### config.mk
export PLATFORM = sky130hd
export DESIGN_NAME = rx_dma_req_ctrl
export DESIGN_NICKNAME = d
export VERILOG_FILES = /design/src/rtl/rxdma_pkg.sv /design/src/rtl/rxdma_strobe_edge.sv /design/src/rtl/rxdma_interval_timer.sv /design/src/rtl/rxdma_offset_ptr.sv /design/src/rtl/rx_dma_req_ctrl.sv
export SDC_FILE = /design/constraint.sdc
export NUM_CORES = 1
export LEC_CHECK = 0
export ABC_CLOCK_PERIOD_IN_PS = 4400
export BUFFER_PORTS_ARGS = -buffer_cell sky130_fd_sc_hd__buf_4
export CORE_MARGIN = 10
export CORE_UTILIZATION = 40
export DETAILED_ROUTE_END_ITERATION = 10
export GPL_TIMING_DRIVEN = 0
export PLACE_DENSITY = 0.59
export SKIP_LAST_GASP = 1
export SLEW_MARGIN = 20
export SYNTH_ARGS = -nofsm -noshare
export SYNTH_HDL_FRONTEND = slang
export SYNTH_HIERARCHICAL = 1
export SYNTH_SLANG_ARGS = --single-unit
### constraint.sdc
create_clock -name clk_i -period 4.4 [get_ports clk_i]
set_clock_uncertainty 0.2 [all_clocks]
set_input_delay 1.1 -clock clk_i [delete_from_list [all_inputs] [get_ports clk_i]]
set_output_delay 1.1 -clock clk_i [all_outputs]
set_load 0.01 [all_outputs]
### src/rtl/rxdma_pkg.sv
package rxdma_pkg;
  typedef enum logic [1:0] {
    ST_IDLE = 2'd0,
    ST_REQ  = 2'd1,
    ST_HOLD = 2'd2,
    ST_GAP  = 2'd3
  } rxdma_state_e;
endpackage

### src/rtl/rxdma_strobe_edge.sv
module rxdma_strobe_edge (
  input  logic clk_i,
  input  logic rst_ni,
  input  logic strb_n_i,
  output logic fall_o,
  output logic rise_o
);
  logic strb_q;

  always_ff @(posedge clk_i or negedge rst_ni) begin
    if (!rst_ni) strb_q <= 1'b1;
    else         strb_q <= strb_n_i;
  end

  assign fall_o = strb_q & ~strb_n_i;
  assign rise_o = ~strb_q & strb_n_i;
endmodule

### src/rtl/rxdma_interval_timer.sv
module rxdma_interval_timer #(
  parameter int unsigned LIMIT = 16,
  localparam int unsigned CW = $clog2(LIMIT + 1)
) (
  input  logic clk_i,
  input  logic rst_ni,
  input  logic clr_i,
  input  logic run_i,
  output logic done_o
);
  logic [CW-1:0] cnt_q;

  assign done_o = run_i & ~clr_i & (cnt_q == CW'(LIMIT - 1));

  always_ff @(posedge clk_i or negedge rst_ni) begin
    if (!rst_ni)                cnt_q <= '0;
    else if (clr_i)             cnt_q <= '0;
    else if (run_i && !done_o)  cnt_q <= cnt_q + 1'b1;
  end
endmodule

### src/rtl/rxdma_offset_ptr.sv
module rxdma_offset_ptr #(
  parameter int unsigned OFS_W      = 16,
  parameter int unsigned SMALL_W    = 14,
  parameter int unsigned XFER_BYTES = 2
) (
  input  logic             clk_i,
  input  logic             rst_ni,
  input  logic             zero_i,
  input  logic             step_i,
  input  logic             big_i,
  output logic [OFS_W-1:0] ofs_o
);
  localparam logic [OFS_W-1:0] SMALL_MASK = {{(OFS_W-SMALL_W){1'b0}}, {SMALL_W{1'b1}}};

  logic [OFS_W-1:0] mask;
  assign mask = big_i ? {OFS_W{1'b1}} : SMALL_MASK;

  always_ff @(posedge clk_i or negedge rst_ni) begin
    if (!rst_ni)     ofs_o <= '0;
    else if (zero_i) ofs_o <= '0;  // reset beats a step in the same cycle
    else if (step_i) ofs_o <= (ofs_o + OFS_W'(XFER_BYTES)) & mask;
  end
endmodule

### src/rtl/rx_dma_req_ctrl.sv
module rx_dma_req_ctrl
  import rxdma_pkg::*;
#(
  parameter int unsigned CLK_MHZ    = 125,
  parameter int unsigned BURST_NS   = 28000,
  parameter int unsigned GAP_NS     = 1300,
  parameter int unsigned OFS_W      = 16,
  parameter int unsigned SMALL_W    = 14,
  parameter int unsigned XFER_BYTES = 2
) (
  input  logic             clk_i,
  input  logic             rst_ni,
  input  logic             burst_cap_en_i,
  input  logic             single_xfer_i,
  input  logic             big_buf_i,
  input  logic             dma_reset_i,
  input  logic             frame_avail_i,
  input  logic             frame_end_i,
  input  logic             dack_i,
  input  logic             rd_n_i,
  output logic             dreq_o,
  output logic [OFS_W-1:0] offset_o,
  output logic             buf_clear_o,
  output logic             dma_abort_o
);
  localparam int unsigned BURST_CYC = CLK_MHZ * BURST_NS / 1000;
  localparam int unsigned GAP_CYC   = CLK_MHZ * GAP_NS / 1000;

  rxdma_state_e state_q, state_d;
  logic rd_fall, rd_rise, rd_done;
  logic active, burst_expire, gap_done, single_drop;
  logic rst_seen_q, buf_clear_q;

  rxdma_strobe_edge u_rd_edge (
    .clk_i   (clk_i),
    .rst_ni  (rst_ni),
    .strb_n_i(rd_n_i),
    .fall_o  (rd_fall),
    .rise_o  (rd_rise)
  );

  assign rd_done     = dack_i & rd_rise;
  assign active      = (state_q == ST_REQ) || (state_q == ST_HOLD);
  assign single_drop = single_xfer_i & dack_i & rd_fall;

  rxdma_interval_timer #(.LIMIT(BURST_CYC)) u_burst_tmr (
    .clk_i (clk_i),
    .rst_ni(rst_ni),
    .clr_i (~active),
    .run_i (active & burst_cap_en_i),
    .done_o(burst_expire)
  );

  rxdma_interval_timer #(.LIMIT(GAP_CYC)) u_gap_tmr (
    .clk_i (clk_i),
    .rst_ni(rst_ni),
    .clr_i (state_q != ST_GAP),
    .run_i (state_q == ST_GAP),
    .done_o(gap_done)
  );

  rxdma_offset_ptr #(
    .OFS_W     (OFS_W),
    .SMALL_W   (SMALL_W),
    .XFER_BYTES(XFER_BYTES)
  ) u_ofs (
    .clk_i (clk_i),
    .rst_ni(rst_ni),
    .zero_i(dma_reset_i),
    .step_i(rd_done),
    .big_i (big_buf_i),
    .ofs_o (offset_o)
  );

  // priority: dma reset > frame end > burst expiry > single-mode hand-off
  always_comb begin
    state_d = state_q;
    unique case (state_q)
      ST_IDLE: if (frame_avail_i && !dma_reset_i) state_d = ST_REQ;
      ST_REQ: begin
        if (dma_reset_i)                                     state_d = ST_IDLE;
        else if (!single_xfer_i && rd_done && frame_end_i)  state_d = ST_IDLE;
        else if (burst_expire)                               state_d = ST_GAP;
        else if (single_drop)                                state_d = ST_HOLD;
      end
      ST_HOLD: begin
        if (dma_reset_i)                   state_d = ST_IDLE;
        else if (rd_rise && frame_end_i)   state_d = ST_IDLE;
        else if (burst_expire)             state_d = ST_GAP;
        else if (rd_rise)                  state_d = ST_REQ;
      end
      ST_GAP: begin
        if (dma_reset_i || gap_done) state_d = ST_IDLE;
      end
      default: state_d = ST_IDLE;
    endcase
  end

  always_ff @(posedge clk_i or negedge rst_ni) begin
    if (!rst_ni) begin
      state_q     <= ST_IDLE;
      rst_seen_q  <= 1'b0;
      buf_clear_q <= 1'b0;
    end else begin
      state_q     <= state_d;
      rst_seen_q  <= dma_reset_i;
      buf_clear_q <= dma_reset_i & ~rst_seen_q;
    end
  end

  assign dreq_o      = (state_q == ST_REQ) & ~dma_reset_i & ~single_drop;
  assign dma_abort_o = dma_reset_i & (state_q != ST_IDLE);
  assign buf_clear_o = buf_clear_q;
endmodule

# After elaboration in Yosys (flattened, before gate mapping)
# Cells that the tools add are included.
# word_totals
reg_bits	41
out_inout_bits	19
word_cells	77
# op_classes
add_sub_neg	3
n_eq_ne	11
n_mux	18
bitwise_logic	21
n_reduce_logical	17
# op_table
op	n
2-to-1 mux 16 bit	3
2-to-1 mux 12 bit	2
2-to-1 mux 2 bit	10
adder 16 x 2 -> 16 bit (second input constant)	1
AND 16 bit	1
2-to-1 mux 8 bit	2
AND 1 bit	14
adder 12 x 1 -> 12 bit (second input constant)	1
equality test 12 bit (second input constant)	1
inequality test 5 x 3 -> 1 bit (second input constant)	2
adder 8 x 1 -> 8 bit (second input constant)	1
equality test 8 bit (second input constant)	1
one-hot mux 2 bit (4 select lines)	1
logical AND 1 bit	6
inequality test 2 bit (second input constant)	3
inverter 1 bit	6
nonzero test 2 bit	3
equality test 2 bit (second input constant)	2
zero test 1 bit	4
AND reduction 4 bit	1
equality test 2 x 1 -> 1 bit (second input constant)	1
zero test 2 bit	1
logical OR 1 bit	2
inequality test 2 x 1 -> 1 bit (second input constant)	1

# Logic depth before layout (Yosys ltp)
# logic_depth
ltp_word	9
mapped_depth	9
depth_no_buf	9

# Modules after synthesis
# The synthesis kept the hierarchy.
# modules_own_cells
mod	n_inst	cells_each	area_per_inst_um2
rxdma_offset_ptr	1	82	795.8
rxdma_interval_timer (u_burst_tmr)	1	74	728.2
rxdma_interval_timer (u_gap_tmr)	1	48	473.0
rx_dma_req_ctrl	1	35	320.3
rxdma_strobe_edge	1	3	41.3

# Worst setup path after synthesis
# Ideal clock, no wire load.
# synth_timing
kind	input to register
from	input burst_cap_en_i
to	register state_q[0]
setup_ns	0.127
arrival_time_ns	2.536
required_ns	4.073
setup_slack_ns	1.537
stages	6
n_path_buf	0
path_cell_list	and2_1 -> inv_1 -> nor3b_1 -> nor2_1 -> a2111o_1 -> mux2_1
# synth_between
elab_chain_cells	7
# synth_lines
element	line	rtl
start, declared	rx_dma_req_ctrl.sv:13	input logic burst_cap_en_i,
AND 1 bit (*)	rx_dma_req_ctrl.sv:50	.run_i (active & burst_cap_en_i),
AND 1 bit (*) (2 in a row)	rxdma_interval_timer.sv:13	assign done_o = run_i & ~clr_i & (cnt_q == CW'(LIMIT - 1));
net burst_expire	rx_dma_req_ctrl.sv:31	logic active, burst_expire, gap_done, single_drop;
2-to-1 mux 2 bit (on tied branches)	rx_dma_req_ctrl.sv:89, rx_dma_req_ctrl.sv:83	
2-to-1 mux 2 bit (on tied branches)	rx_dma_req_ctrl.sv:88, rx_dma_req_ctrl.sv:82	
2-to-1 mux 2 bit (on tied branches)	rx_dma_req_ctrl.sv:87, rx_dma_req_ctrl.sv:81	
one-hot mux 2 bit (4 select lines)	rx_dma_req_ctrl.sv:78	unique case (state_q)
end signal, assigned	rx_dma_req_ctrl.sv:105	state_q <= state_d;
end, declared	rx_dma_req_ctrl.sv:29	rxdma_state_e state_q, state_d;
# The timed path passes the listed nets; every way through them passes the cells marked *.
# A chain may end at the register's enable or synchronous reset.

# Final worst setup path
# layout_timing
from	input dma_reset_i
to	output dreq_o
# layout_between
elab_chain_cells	3
# layout_lines
element	line	rtl
start, declared	rx_dma_req_ctrl.sv:16	input logic dma_reset_i,
inverter 1 bit	rx_dma_req_ctrl.sv:111	assign dreq_o = (state_q == ST_REQ) & ~dma_reset_i & ~single_drop;
AND 1 bit (2 in a row)	rx_dma_req_ctrl.sv:111	
end, declared	rx_dma_req_ctrl.sv:21	output logic dreq_o,
# Every way passes these cells.

==> flow_summary.toml <==
[synthesis]
synthFlopType = "dfrtp_1"
synth_edf_count = 0
synth_cells = 242
syn_area_um2 = 2360
synth_nets = 261
ys_seq_elements = 40
synth_warnings = 6
ys_async_sr_fraction_pct = 100
synth.distinct_cells = 57
syn_avg_cell_area_um2 = 9.75
seq_area_frac_synth_pct = 42.5

[global_routing]
antenna_found_initial = 0
grt_start_max_net_pins = 41
grt_overflow = 0
grt_first_pass_wirelength_um = 8850
grtUsageTotal_pct = 10.9
first_global_vias = 1879

[outcome]
status = "finished clean"

[place]
dp_hpwl_um = 3720
port_buffers = 27
gp_congestion = 0.778
place_ws_ns = 1.23

[worst_setup_path]
crit_arrival_ns = 1.76
worstPathRequired_ns = 3.10
critPathMaxStageDelay_ns = 0.21
start_kind = "input pin"
critPathTopFamily = "buffers and inverters"
cpMostUsedCell = "buf_4"
path_class = "input pin to output port"
crit_path_end_kind = "output port"
worstPathMaxFanout = 6
worstPathCellList = "buf_4 > nand2b_1 > a31oi_1 > buf_4"
path_buf_inv = 2
cpMaxStageDelayCell = "a31oi_1"

[layout]
fill_cells = 543
diodes = 0
area_growth_pct = 17.6
layout.nets = 295
drive_gt1_share_pct = 21.3

[drt]
drc_errors = 0
drtIter0Drc = 51
vias_per_cell = 5.30
first_pass_iters = 4
wl_per_cell_um = 14.3
vias = 1849
antenna_left = 0
wl_um = 5000

[clocking]
cts_tree = "yes"
numCtsBuffers = 5
ctsRootBufferMaster = "clkbuf_8"
clk_latency_ns = 0.30
post-cts-setup-buffers = 0
clock_sink_count = 40
post_cts_resized = 0
path_clk_slew_ns = 0.08
clock_path_buffers = 2
cts-htree-levels = 2
cts_hold_buf = 0

[floorplan]
die_area_um2 = 9370
fp.dieW_um = 96.8
row_count = 27
num_io_pins = 29
start_util_pct = 42.1
die_y_um = 96.8
core_region_area_um2 = 5610

[sta]
final.setup.worst_slack_ns = 1.34
fmax_mhz = 326
tns_ns = 0
finalCritPeriodShare_pct = 69.7
tightest_slew_ns = 0.510
final-setup-viol-count = 0
rsz0062_at_grt = "false"
maxSlewViolCount = 0
slew_headroom_pct = 66.0
min_period_ns = 3.06
finalHoldViolations = 0

[pwr]
power_density_nw_per_um2 = 374
ir_drop_uv = 259
p_leak_uw = 0.00118

[run]
cap_violations = 0

[worst_hold_path]
hp-class = "flop to flop"
per-layer routing:
| metal | global-route usage (%) | share of wire, % | wire, um |
|---|---|---|---|
| met3 | 3.41 | 5.0 | 250 |
| met4 | 3.83 | 1.3 | 63 |
| met5 | 0 | 0 | 0 |
| met1 | 13.7 | 50 | 2500 |
| met2 | 17.0 | 44 | 2180 |
cell families after synthesis:
kind of cell	share of synthesized area (%)
adder cells (fa/ha/maj)	4.77
buffers and inverters	3.77
AND/OR/NAND/NOR	26.6
XOR/XNOR	5.57
AO/OA/AOI/OAI	10.9
multiplexers	5.73
flip-flops	42.5
other	0.159
final timing paths:
kind,startpoint,end,slack (ns),depth (start not counted)
worst max register to register,state_q[0]$_DFFE_PN0P_,state_q[1]$_DFFE_PN0P_,1.39,9
min in group asynchronous,rst_ni,u_ofs/ofs_o[15]$_DFFE_PN0N_,0.56,1
worst min register to register,rst_seen_q$_DFF_PN0_,buf_clear_o$_DFF_PN0_,0.19,1
worst max-delay path,dma_reset_i,dreq_o,1.34,4
worst min-delay path,rst_seen_q$_DFF_PN0_,buf_clear_o$_DFF_PN0_,0.19,1
max in group asynchronous,rst_ni,u_rd_edge/strb_q$_DFF_PN1_,3.06,1
state kept, by name, summed over array words and instances, names as in the netlist:
register and flops:
buf_clear_o 1, rst_seen_q 1, u_gap_tmr/cnt_q 8, u_burst_tmr/cnt_q 12, state_q 2, u_ofs/ofs_o 15
u_rd_edge/strb_q 1
layout by cell type, fill, tap and decap left out, types with 5 or more instances in the layout:
cell type,instances
a21oi_1,8
buf_4,30
clkbuf_8,6
dfrtp_1,39
ha_1,9
inv_1,12
mux2_2,5
nand2_1,15
nand3_1,13
nand4_1,7
nor2_1,29
nor2b_1,8
nor4_1,6
o21ai_0,6
or3_1,5
xnor2_1,5
xor2_1,10
through the flow:
stage          hold WS, ns  util, %  cell area [um^2]  std cells  power (uW)
2_1_floorplan        0.173        -              2360        242         633
3_3_place_gp         0.179     47.3              2650        341         719
3_5_place_dp         0.179     47.3              2650        341         727
4_1_cts              0.191     49.4              2770        349        1050
5_1_grt              0.210     49.4              2770        349        1110
6_report             0.190     49.4              2770        349        1040
synthesized netlist by cell type (all sizes together), types with 2 or more instances:
| library cell | number | area, um^2 |
|---|---|---|
| dfrtp | 39 | 976 |
| nor2 | 29 | 109 |
| nand2 | 15 | 56.3 |
| nand3 | 14 | 75.1 |
| inv | 12 | 45.0 |
| xor2 | 10 | 87.6 |
| ha | 9 | 113 |
| mux2 | 9 | 105 |
| a21oi | 8 | 40.0 |
| nand4 | 8 | 56.3 |
| nor2b | 8 | 50.1 |
| nor4 | 7 | 50.1 |
| o21ai | 6 | 30.0 |
| and2 | 5 | 32.5 |
| or3 | 5 | 31.3 |
| xnor2 | 5 | 43.8 |
| buf | 4 | 27.5 |
| clkbuf | 4 | 16.3 |
| nand2b | 4 | 25.0 |
| o31ai | 4 | 43.8 |
| mux2i | 3 | 30.0 |
| nor3 | 3 | 15.0 |
| or4 | 3 | 22.5 |
| a211oi | 2 | 20.0 |
| a31oi | 2 | 12.5 |
| a41oi | 2 | 25.0 |
| and3 | 2 | 13.8 |
| nor4b | 2 | 23.8 |
| o2111a | 2 | 22.5 |
| o2111ai | 2 | 17.5 |
final cells by class:
class	count	area, um^2	area share, %
Clock inverter	2	38.8	1.40
Tap cell	72	90.1	3.25
Multi-Input combinational cell	182	1270	45.7
Timing Repair Buffer	27	203	7.31
Buffer	8	43.8	1.58
Sequential cell	40	1000	36.1
Clock buffer	6	82.6	2.98
Inverter	12	45.0	1.62
where the power goes:
part	switching (uW)	internal, uW
Sequential	17.0	385
Combinational	186	126
Clock	136	186
No activity file was read; power rests on OpenSTA's default activity.
